--- src/rtl/ee_i2c_pkg.sv ---
package ee_i2c_pkg;
  typedef enum logic [2:0] {
    ST_IDLE, ST_DEV, ST_WORD, ST_DATA, ST_ACK, ST_TX, ST_MACK, ST_TXW
  } ee_state_t;
endpackage

--- src/rtl/ee_bus_sync.sv ---
module ee_bus_sync #(
  parameter int STAGES = 2
) (
  input  logic clk,
  input  logic rst,
  input  logic scl_i,
  input  logic sda_i,
  output logic scl_s,
  output logic sda_s,
  output logic scl_rise,
  output logic scl_fall,
  output logic start_det,
  output logic stop_det
);
  logic [STAGES-1:0] scl_p, sda_p;
  logic scl_q, sda_q;

  always_ff @(posedge clk) begin
    if (rst) begin
      scl_p <= '1;
      sda_p <= '1;
      scl_q <= 1'b1;
      sda_q <= 1'b1;
    end else begin
      scl_p <= {scl_p[STAGES-2:0], scl_i};
      sda_p <= {sda_p[STAGES-2:0], sda_i};
      scl_q <= scl_p[STAGES-1];
      sda_q <= sda_p[STAGES-1];
    end
  end

  assign scl_s     = scl_p[STAGES-1];
  assign sda_s     = sda_p[STAGES-1];
  assign scl_rise  = scl_s & ~scl_q;
  assign scl_fall  = ~scl_s & scl_q;
  assign start_det = scl_s & scl_q & sda_q & ~sda_s;
  assign stop_det  = scl_s & scl_q & ~sda_q & sda_s;
endmodule

--- src/rtl/ee_array.sv ---
module ee_array #(
  parameter int AW = 8,
  parameter int DW = 8
) (
  input  logic          clk,
  input  logic          we,
  input  logic [AW-1:0] waddr,
  input  logic [DW-1:0] wdata,
  input  logic [AW-1:0] raddr,
  output logic [DW-1:0] rdata
);
  localparam int DEPTH = 2 ** AW;
  logic [DW-1:0] mem [DEPTH];

  always_ff @(posedge clk) begin
    if (we) mem[waddr] <= wdata;
    rdata <= mem[raddr];
  end
endmodule

--- src/rtl/ee_wr_seq.sv ---
module ee_wr_seq #(
  parameter int CYCLES = 64,
  parameter int IDX_W  = 4
) (
  input  logic             clk,
  input  logic             rst,
  input  logic             go,
  output logic             busy,
  output logic             commit,
  output logic [IDX_W-1:0] idx,
  output logic             done
);
  localparam int CW   = $clog2(CYCLES + 1);
  localparam int PAGE = 2 ** IDX_W;
  logic [CW-1:0] cnt;

  always_ff @(posedge clk) begin
    if (rst) begin
      busy <= 1'b0;
      cnt  <= '0;
    end else if (go && !busy) begin
      busy <= 1'b1;
      cnt  <= '0;
    end else if (busy) begin
      if (cnt == CW'(CYCLES - 1)) busy <= 1'b0;
      cnt <= cnt + 1'b1;
    end
  end

  assign commit = busy && (cnt < CW'(PAGE));
  assign idx    = cnt[IDX_W-1:0];
  assign done   = busy && (cnt == CW'(CYCLES - 1));
endmodule

--- src/rtl/ee_i2c_slave.sv ---
module ee_i2c_slave
  import ee_i2c_pkg::*;
#(
  parameter int         ADDR_W      = 8,
  parameter int         PAGE_W      = 4,
  parameter int         WR_CYCLES   = 64,
  parameter int         SYNC_STAGES = 2,
  parameter logic [3:0] DEV_ID      = 4'b1010
) (
  input  logic       clk,
  input  logic       rst,
  input  logic       scl_i,
  input  logic       sda_i,
  input  logic [2:0] strap_i,
  input  logic       wp_i,
  output logic       sda_oe_o
);
  localparam int PAGE = 2 ** PAGE_W;
  localparam int HI_W = ADDR_W - PAGE_W;

  logic scl_s, sda_s, scl_rise, scl_fall, start_det, stop_det;
  ee_state_t state, ack_nxt;
  logic [3:0] cnt;
  logic [7:0] sh;
  logic [6:0] tx;
  logic [ADDR_W-1:0] ptr;
  logic [HI_W-1:0] pg;
  logic [7:0] pbuf [PAGE];
  logic [PAGE-1:0] vld;
  logic [7:0] rdata;
  logic busy, commit, done;
  logic [PAGE_W-1:0] idx;
  logic mem_we, dev_hit, byte_end, buf_we, load_tx;
  logic [ADDR_W-1:0] mem_waddr;

  ee_bus_sync #(.STAGES(SYNC_STAGES)) u_sync (
    .clk(clk), .rst(rst), .scl_i(scl_i), .sda_i(sda_i),
    .scl_s(scl_s), .sda_s(sda_s), .scl_rise(scl_rise), .scl_fall(scl_fall),
    .start_det(start_det), .stop_det(stop_det)
  );

  ee_wr_seq #(.CYCLES(WR_CYCLES), .IDX_W(PAGE_W)) u_wseq (
    .clk(clk), .rst(rst), .go(stop_det && (|vld)),
    .busy(busy), .commit(commit), .idx(idx), .done(done)
  );

  assign mem_we    = commit && vld[idx] && !(wp_i && pg[HI_W-1]);
  assign mem_waddr = {pg, idx};

  ee_array #(.AW(ADDR_W), .DW(8)) u_array (
    .clk(clk), .we(mem_we), .waddr(mem_waddr), .wdata(pbuf[idx]),
    .raddr(ptr), .rdata(rdata)
  );

  assign dev_hit  = (sh[7:1] == {DEV_ID, strap_i}) && !busy;
  assign byte_end = scl_fall && (cnt == 4'd8) && !start_det && !stop_det;
  assign buf_we   = byte_end && (state == ST_DATA);
  assign load_tx  = scl_fall && !start_det && !stop_det &&
                    (((state == ST_ACK) && (ack_nxt == ST_TX)) || (state == ST_TXW));

  always_ff @(posedge clk) begin
    if (buf_we) pbuf[ptr[PAGE_W-1:0]] <= sh;
  end

  always_ff @(posedge clk) begin
    if (rst) begin
      state    <= ST_IDLE;
      ack_nxt  <= ST_IDLE;
      cnt      <= '0;
      sh       <= '0;
      tx       <= '0;
      ptr      <= '0;
      pg       <= '0;
      vld      <= '0;
      sda_oe_o <= 1'b0;
    end else begin
      if (done) vld <= '0;
      if (start_det) begin
        state    <= ST_DEV;
        cnt      <= '0;
        sda_oe_o <= 1'b0;
      end else if (stop_det) begin
        state    <= ST_IDLE;
        sda_oe_o <= 1'b0;
        if (!busy) pg <= ptr[ADDR_W-1:PAGE_W];
      end else begin
        case (state)
          ST_DEV, ST_WORD, ST_DATA: begin
            if (scl_rise) begin
              sh  <= {sh[6:0], sda_s};
              cnt <= cnt + 1'b1;
            end else if (byte_end) begin
              cnt <= '0;
              if (state == ST_DEV) begin
                if (dev_hit) begin
                  sda_oe_o <= 1'b1;
                  state    <= ST_ACK;
                  ack_nxt  <= sh[0] ? ST_TX : ST_WORD;
                  if (!sh[0]) vld <= '0;
                end else begin
                  state <= ST_IDLE;
                end
              end else begin
                sda_oe_o <= 1'b1;
                state    <= ST_ACK;
                ack_nxt  <= ST_DATA;
                if (state == ST_WORD) begin
                  ptr <= sh[ADDR_W-1:0];
                end else begin
                  vld[ptr[PAGE_W-1:0]] <= 1'b1;
                  ptr[PAGE_W-1:0]      <= ptr[PAGE_W-1:0] + 1'b1;
                end
              end
            end
          end
          ST_ACK: if (scl_fall) begin
            sda_oe_o <= 1'b0;
            state    <= ack_nxt;
          end
          ST_TX: begin
            if (scl_rise) begin
              cnt <= cnt + 1'b1;
            end else if (scl_fall) begin
              if (cnt == 4'd8) begin
                sda_oe_o <= 1'b0;
                state    <= ST_MACK;
              end else begin
                tx       <= {tx[5:0], 1'b0};
                sda_oe_o <= ~tx[6];
              end
            end
          end
          ST_MACK: if (scl_rise) state <= sda_s ? ST_IDLE : ST_TXW;
          default: ;
        endcase
        if (load_tx) begin
          tx       <= rdata[6:0];
          sda_oe_o <= ~rdata[7];
          cnt      <= '0;
          ptr      <= ptr + 1'b1;
          state    <= ST_TX;
        end
      end
    end
  end
endmodule

--- config.mk ---
export PLATFORM = sky130hd
export DESIGN_NAME = ee_i2c_slave
export DESIGN_NICKNAME = d
export VERILOG_FILES = /design/src/rtl/ee_i2c_pkg.sv /design/src/rtl/ee_bus_sync.sv /design/src/rtl/ee_array.sv /design/src/rtl/ee_wr_seq.sv /design/src/rtl/ee_i2c_slave.sv
export SDC_FILE = /design/constraint.sdc
export NUM_CORES = 2
export LEC_CHECK = 0
export BUFFER_PORTS_ARGS = -buffer_cell sky130_fd_sc_hd__buf_4
export CAP_MARGIN = 20
export CORE_MARGIN = 4
export CORE_UTILIZATION = 40
export CTS_BUF_LIST = sky130_fd_sc_hd__clkbuf_16
export DETAILED_ROUTE_END_ITERATION = 8
export PLACE_DENSITY = 0.63
export SETUP_SLACK_MARGIN = 0.15
export SLEW_MARGIN = 15
export SYNTH_ARGS = -nofsm -noshare
export SYNTH_HDL_FRONTEND = slang
export SYNTH_SLANG_ARGS = --single-unit
--- constraint.sdc ---
create_clock -name clk -period 10.9 [get_ports clk]
set_clock_uncertainty 0.15 [all_clocks]
set_input_delay 1.09 -clock clk [delete_from_list [all_inputs] [get_ports clk]]
set_output_delay 1.09 -clock clk [all_outputs]
set_load 0.005 [all_outputs]
After elaboration in Yosys (flattened, before gate mapping)
Memories as Yosys holds them, arrays and structs flattened. A register that Yosys moved wholly into a read port is not among the register bits.
Cells that the tools add are included.
- memories kept: 2
- output and inout port bits: 1
- word-level logic and storage cells: 202
- bits of input ports: 8
- bits in registers: 68
- memory bits (writable): 2176
- reduce and logical (&&, ||, !) cells: 49
- add/subtract/negate cells: 4
- magnitude comparators: 4
- equality and inequality tests: 39
- multiplexer cells: 68
- bitwise gates (word level): 18
- memory list (name ; words ; bits a word ; rd ports ; clocked after memory_dff ; wr ports ; line ; text):
    u_array.mem ; 256 ; 8 ; 1 ; 1 ; 1 ; ee_array.sv:13 ; logic [DW-1:0] mem [DEPTH];
    pbuf ; 16 ; 8 ; 1 ; 1 ; 1 ; ee_i2c_slave.sv:28 ; logic [7:0] pbuf [PAGE];
- operators with widths (cell ; number):
    $mux W16 ; 11
    $mux W3 ; 14
    $mux W8 ; 5
    $mux W7 ; 5
    $ne A5 B5 Y1 const B ; 7
    $mux W4 ; 8
    $ne A3 B3 Y1 const B ; 8
    $reduce_and A8 Y1 ; 3
    $mux W1 ; 20
    $ne A2 B2 Y1 const B ; 10
    $reduce_and A6 Y1 ; 3
    $logic_and A1 B1 Y1 ; 17
    $or A16 B16 Y16 ; 1
    $reduce_or A16 Y1 ; 1
    $eq A3 B3 Y1 const B ; 5
    $reduce_and A7 Y1 ; 2
    $pmux W3 S4 ; 1
    $lt A4 B5 Y1 const B ; 2
    $not A1 Y1 ; 10
    $reduce_bool A2 Y1 ; 5
    $add A4 B1 Y4 const B ; 2
    $add A8 B1 Y8 const B ; 1
    $ne A4 B4 Y1 const B ; 2
    $pmux W4 S2 ; 1
    24 further kinds ; 38

Longest topological paths before layout
- word-level depth: 12
- gate-level depth with buffers: 13
- depth with buffers taken out: 9

Modules after synthesis
From an unflattened synthesis, not the netlist that was laid out.
- cell total of the unflattened synthesis: 4338
- area, all modules: 88087.0 µm²
- by module, submodules not included (module ; sequential area each (µm²) ; area each (µm²) ; cells each ; times used):
    ee_array ; 61659.1 ; 79556.3 ; 3733 ; 1
    ee_i2c_slave ; 4924.7 ; 7976.4 ; 548 ; 1
    ee_wr_seq ; 160.2 ; 364.1 ; 41 ; 1
    ee_bus_sync ; 120.1 ; 190.2 ; 16 ; 1

Worst setup path before layout
Ideal clock, no wire load.
- kind: register to register
- from: register (tool-made name)
- to: memory u_array.mem[0][1] (data pin)
- library setup time: 552 ps
- buffers on the path: 2
- arrival time: 3262 ps
- data required time: 10198 ps
- clock period less this slack: 3964 ps
- path slack: 6936 ps
- cell stages (with the launch flop): 5
- path through: dfxtp_1 > clkbuf_1 > buf_1 > mux4_2 > mux4_2
- RTL lines (element ; line):
    end: declaration ; ee_array.sv:13

==> impl_results.md <==
* Routed WL at 231000 um
* Core area at 218000 um2
* R2R Path Start: ptr[0]
* Fraction of layout cells with a size suffix above 1 at 0.210
* Fillers at 18000
* Final period util at 0.488
* Endpoints failing setup at 0
* Worst Setup End Kind: flop
* Fin. Hold Viols at 0
* Row count at 171
* Vias in the first global route at 43900
* Setup crit start: ptr[0]
* Num CTS Buffers at 220
* CP Cell Sequence: buf_4 -> buf_4 -> mux4_2 -> mux2_2 -> o22ai_1 -> a221oi_1 -> nor4_1 -> o32ai_1
* Initial core utilization at 0.404
* RSZ-0062 raised after global routing: no
* Pwr Density at 170 nW/um2
* Post-CTS Hold Buffers at 0
* Post-synth top area cell: edfxtp_1
* IO Port Bufs at 8
* Highest routed layer: met5
* Slew HR at 0.155
* First-pass GRT wire length at 331000 um
* CTS Sinks at 2256
* Status: complete, no violations
* Max incr delay on CP at 1.02 ns
* Die Span Y at 477 um
* Multi-input logic area at 19700 um2
* Area growth syn-to-layout at 11.5%
* Max-cap viol count at 0
* Hold path start: u_sync.scl_p[0]
* Hold_ws at 0.275 ns
* Slew @ Worst Pin at 1.27 ns
* Most common cell after layout, fill and taps aside: edfxtp_1
* Hpwl dp at 137000 um
* Main area contributors after synthesis: edfxtp_1 (74%), mux4_2 (13%), mux2i_1 (2.1%), dfxtp_1 (1.8%), nor2_1 (1.6%)
* Remaining Overflow, GRT at 0
* Slew Limit Fails at 0
* Async SR Flop Fraction at 0
* H-Tree Depth at 4
* Critical Path Source Type: flop
* Crit Path Max Fanout at 46
* Synth Net Count at 4376
* Worst skew pair latency at 0.87 ns
* Routed wire length per instance at 30.9 um
* Num ports at 9
* Critical Path Most Common Cell: buf_4
* Antenna-violating nets left at 0
* WP data arrival at 5.81 ns
* Ys Warns at 0
* Clock slew at reported path FFs at 0.06 ns
* DR vias/cell at 5.97
* Nets at 4437
* Die span in x at 477 um
* GP Congestion at 0.850
* Most frequent cells in the layout: edfxtp_1 (2176), mux4_2 (512), nor2_1 (373), clkbuf_16 (221), mux2i_1 (183)
* Root Driver: clkbuf_16
* Tot GR Track Use at 0.200
* CTS tree: done
* Pwr Total at 16.7 mW
* Seq cells post-synth at 2256
* Initial drt markers at 6074
* Required @ worst endpoint at 11.40 ns
* Post-synth EDFFs at 2176
* Worst hold path type: reg2reg
* Leakage at 29.0 nW
* Post-CTS Resized at 0
* Sequential fraction of the synthesis area at 0.761
* CP Class: reg2reg
* Routed met1 length at 92800 um
* Synth cell types at 70
* Post-CTS setup buffers at 0
* Vias at 44600
* VDD IR max at 0.140 mV
* FF/Latch Area at 67000 um2
* # DRC at 0
* Slowest cell on crit path: nor4_1
* Final min period at 5.31 ns
* Setup tns final at 0 ns
* Synth top area share at 0.742
* Avg Cell Area, Syn at 20.2 um2
* Die ar. at 228000 um2
* Worst-case clock buffer depth at 3
* FMAX at 188 MHz
* Gate Count Post-Synth at 4358
* Antenna violations before repair at 16
* Met2 WL at 106000 um
* TritonRoute pass-1 iters at 6
* Largest net degree at the start of global routing at 237
* Post-Syn Area at 88000 um2
* Met3 Wirelength at 24200 um
* Ys flop type: edfxtp_1
==> flip-flops by register name, summed over array words and instances (netlist names), 2 cells and up, named ones only <==
name           cells
ack_nxt            3
cnt                4
pbuf             128
pg                 4
ptr                8
sh                 8
state              3
tx                 7
u_array.mem     2048
u_array.rdata      8
u_sync.scl_p       2
u_sync.sda_p       2
u_wseq.cnt         7
vld               16
==> Yosys cell counts, drive strengths merged (6+ instances only) <==
| cell type | instances |
|---|---|
| o221ai | 17 |
| mux2i | 183 |
| a22o | 7 |
| nor2b | 26 |
| a31oi | 15 |
| edfxtp | 2176 |
| o211ai | 19 |
| a22oi | 45 |
| dfxtp | 80 |
| a21oi | 84 |
| nand4 | 7 |
| a32oi | 6 |
| nand3 | 50 |
| or2 | 12 |
| mux4 | 520 |
| nand2 | 130 |
| clkbuf | 98 |
| o22ai | 40 |
| xor2 | 6 |
| o21ai | 58 |
| buf | 158 |
| o32ai | 9 |
| nand3b | 6 |
| nor4 | 10 |
| ha | 10 |
| nand2b | 19 |
| a221oi | 19 |
| nor3 | 30 |
| or3 | 7 |
| nor2 | 374 |
| mux2 | 21 |
| and2 | 7 |
| inv | 18 |
| a211oi | 27 |
==> worst max-delay path: cells and delay by family, from the launching register on <==
family                 cells  cell delay [ns]
multiplexers               2             0.88
AND/OR/NAND/NOR            1             1.02
flip-flops                 1             0.80
buffers and inverters      2             1.57
AO/OA/AOI/OAI              3             0.62
==> path summary, 6_finish.rpt <==
check | cells after the start | slack [ns] | end
setup reg to reg | 8 | 5.59 | u_array.rdata[0]
hold / removal | 1 | 0.28 | u_sync.scl_p[1]
setup / recovery | 8 | 5.59 | u_array.rdata[0]
hold reg to reg | 1 | 0.28 | u_sync.scl_p[1]
==> area by class of cell <==
cell class / instances / share of cell area
Inverter: 18 / 0.000688
Clock inverter: 187 / 0.0149
Antenna cell: 10 / 0.000255
Sequential cell: 2256 / 0.682
Tap cell: 2854 / 0.0364
Multi-Input combinational cell: 1828 / 0.201
Clock buffer: 221 / 0.0563
Timing Repair Buffer: 95 / 0.00854
==> report_power, final <==
part           switching, mW  total (mW)  internal [mW]
combinational        0.00804      0.0129        0.00483
sequential           0.00174        9.35           9.35
clock                   3.28        7.37           4.09
total                   3.29        16.7           13.4
==> cells by family after synthesis <==
| logic type | count (synthesis) | share of synthesized area |
|---|---|---|
| DFF | 2256 | 0.761 |
| muxes | 724 | 0.157 |
| adders and majority gates | 10 | 0.00142 |
| buffers and inverters | 274 | 0.0161 |
| AOI/OAI and AO/OA | 392 | 0.0300 |
| xor gates and xnor gates | 10 | 0.000995 |
| and+or+nand+nor | 692 | 0.0342 |
==> through the flow <==
step,utilization,setup WS [ns],area (um2),std cells
final,0.450,5.59,98200,7469
after global routing,0.450,5.35,98100,7459
after CTS,0.450,5.63,98100,7459
after detailed placement,0.418,5.68,91100,7051
after global placement,0.418,5.66,91100,7049
after floorplan,-,6.94,88000,4358
==> per-layer routing <==
metal | global-route usage | up-vias
met3 | 0.0518 | 426
met5 | 0 | -
met2 | 0.304 | 2442
li1 | - | 18100
met1 | 0.285 | 23600
met4 | 0.0634 | 8
No activity file was read; power rests on OpenSTA's default activity.
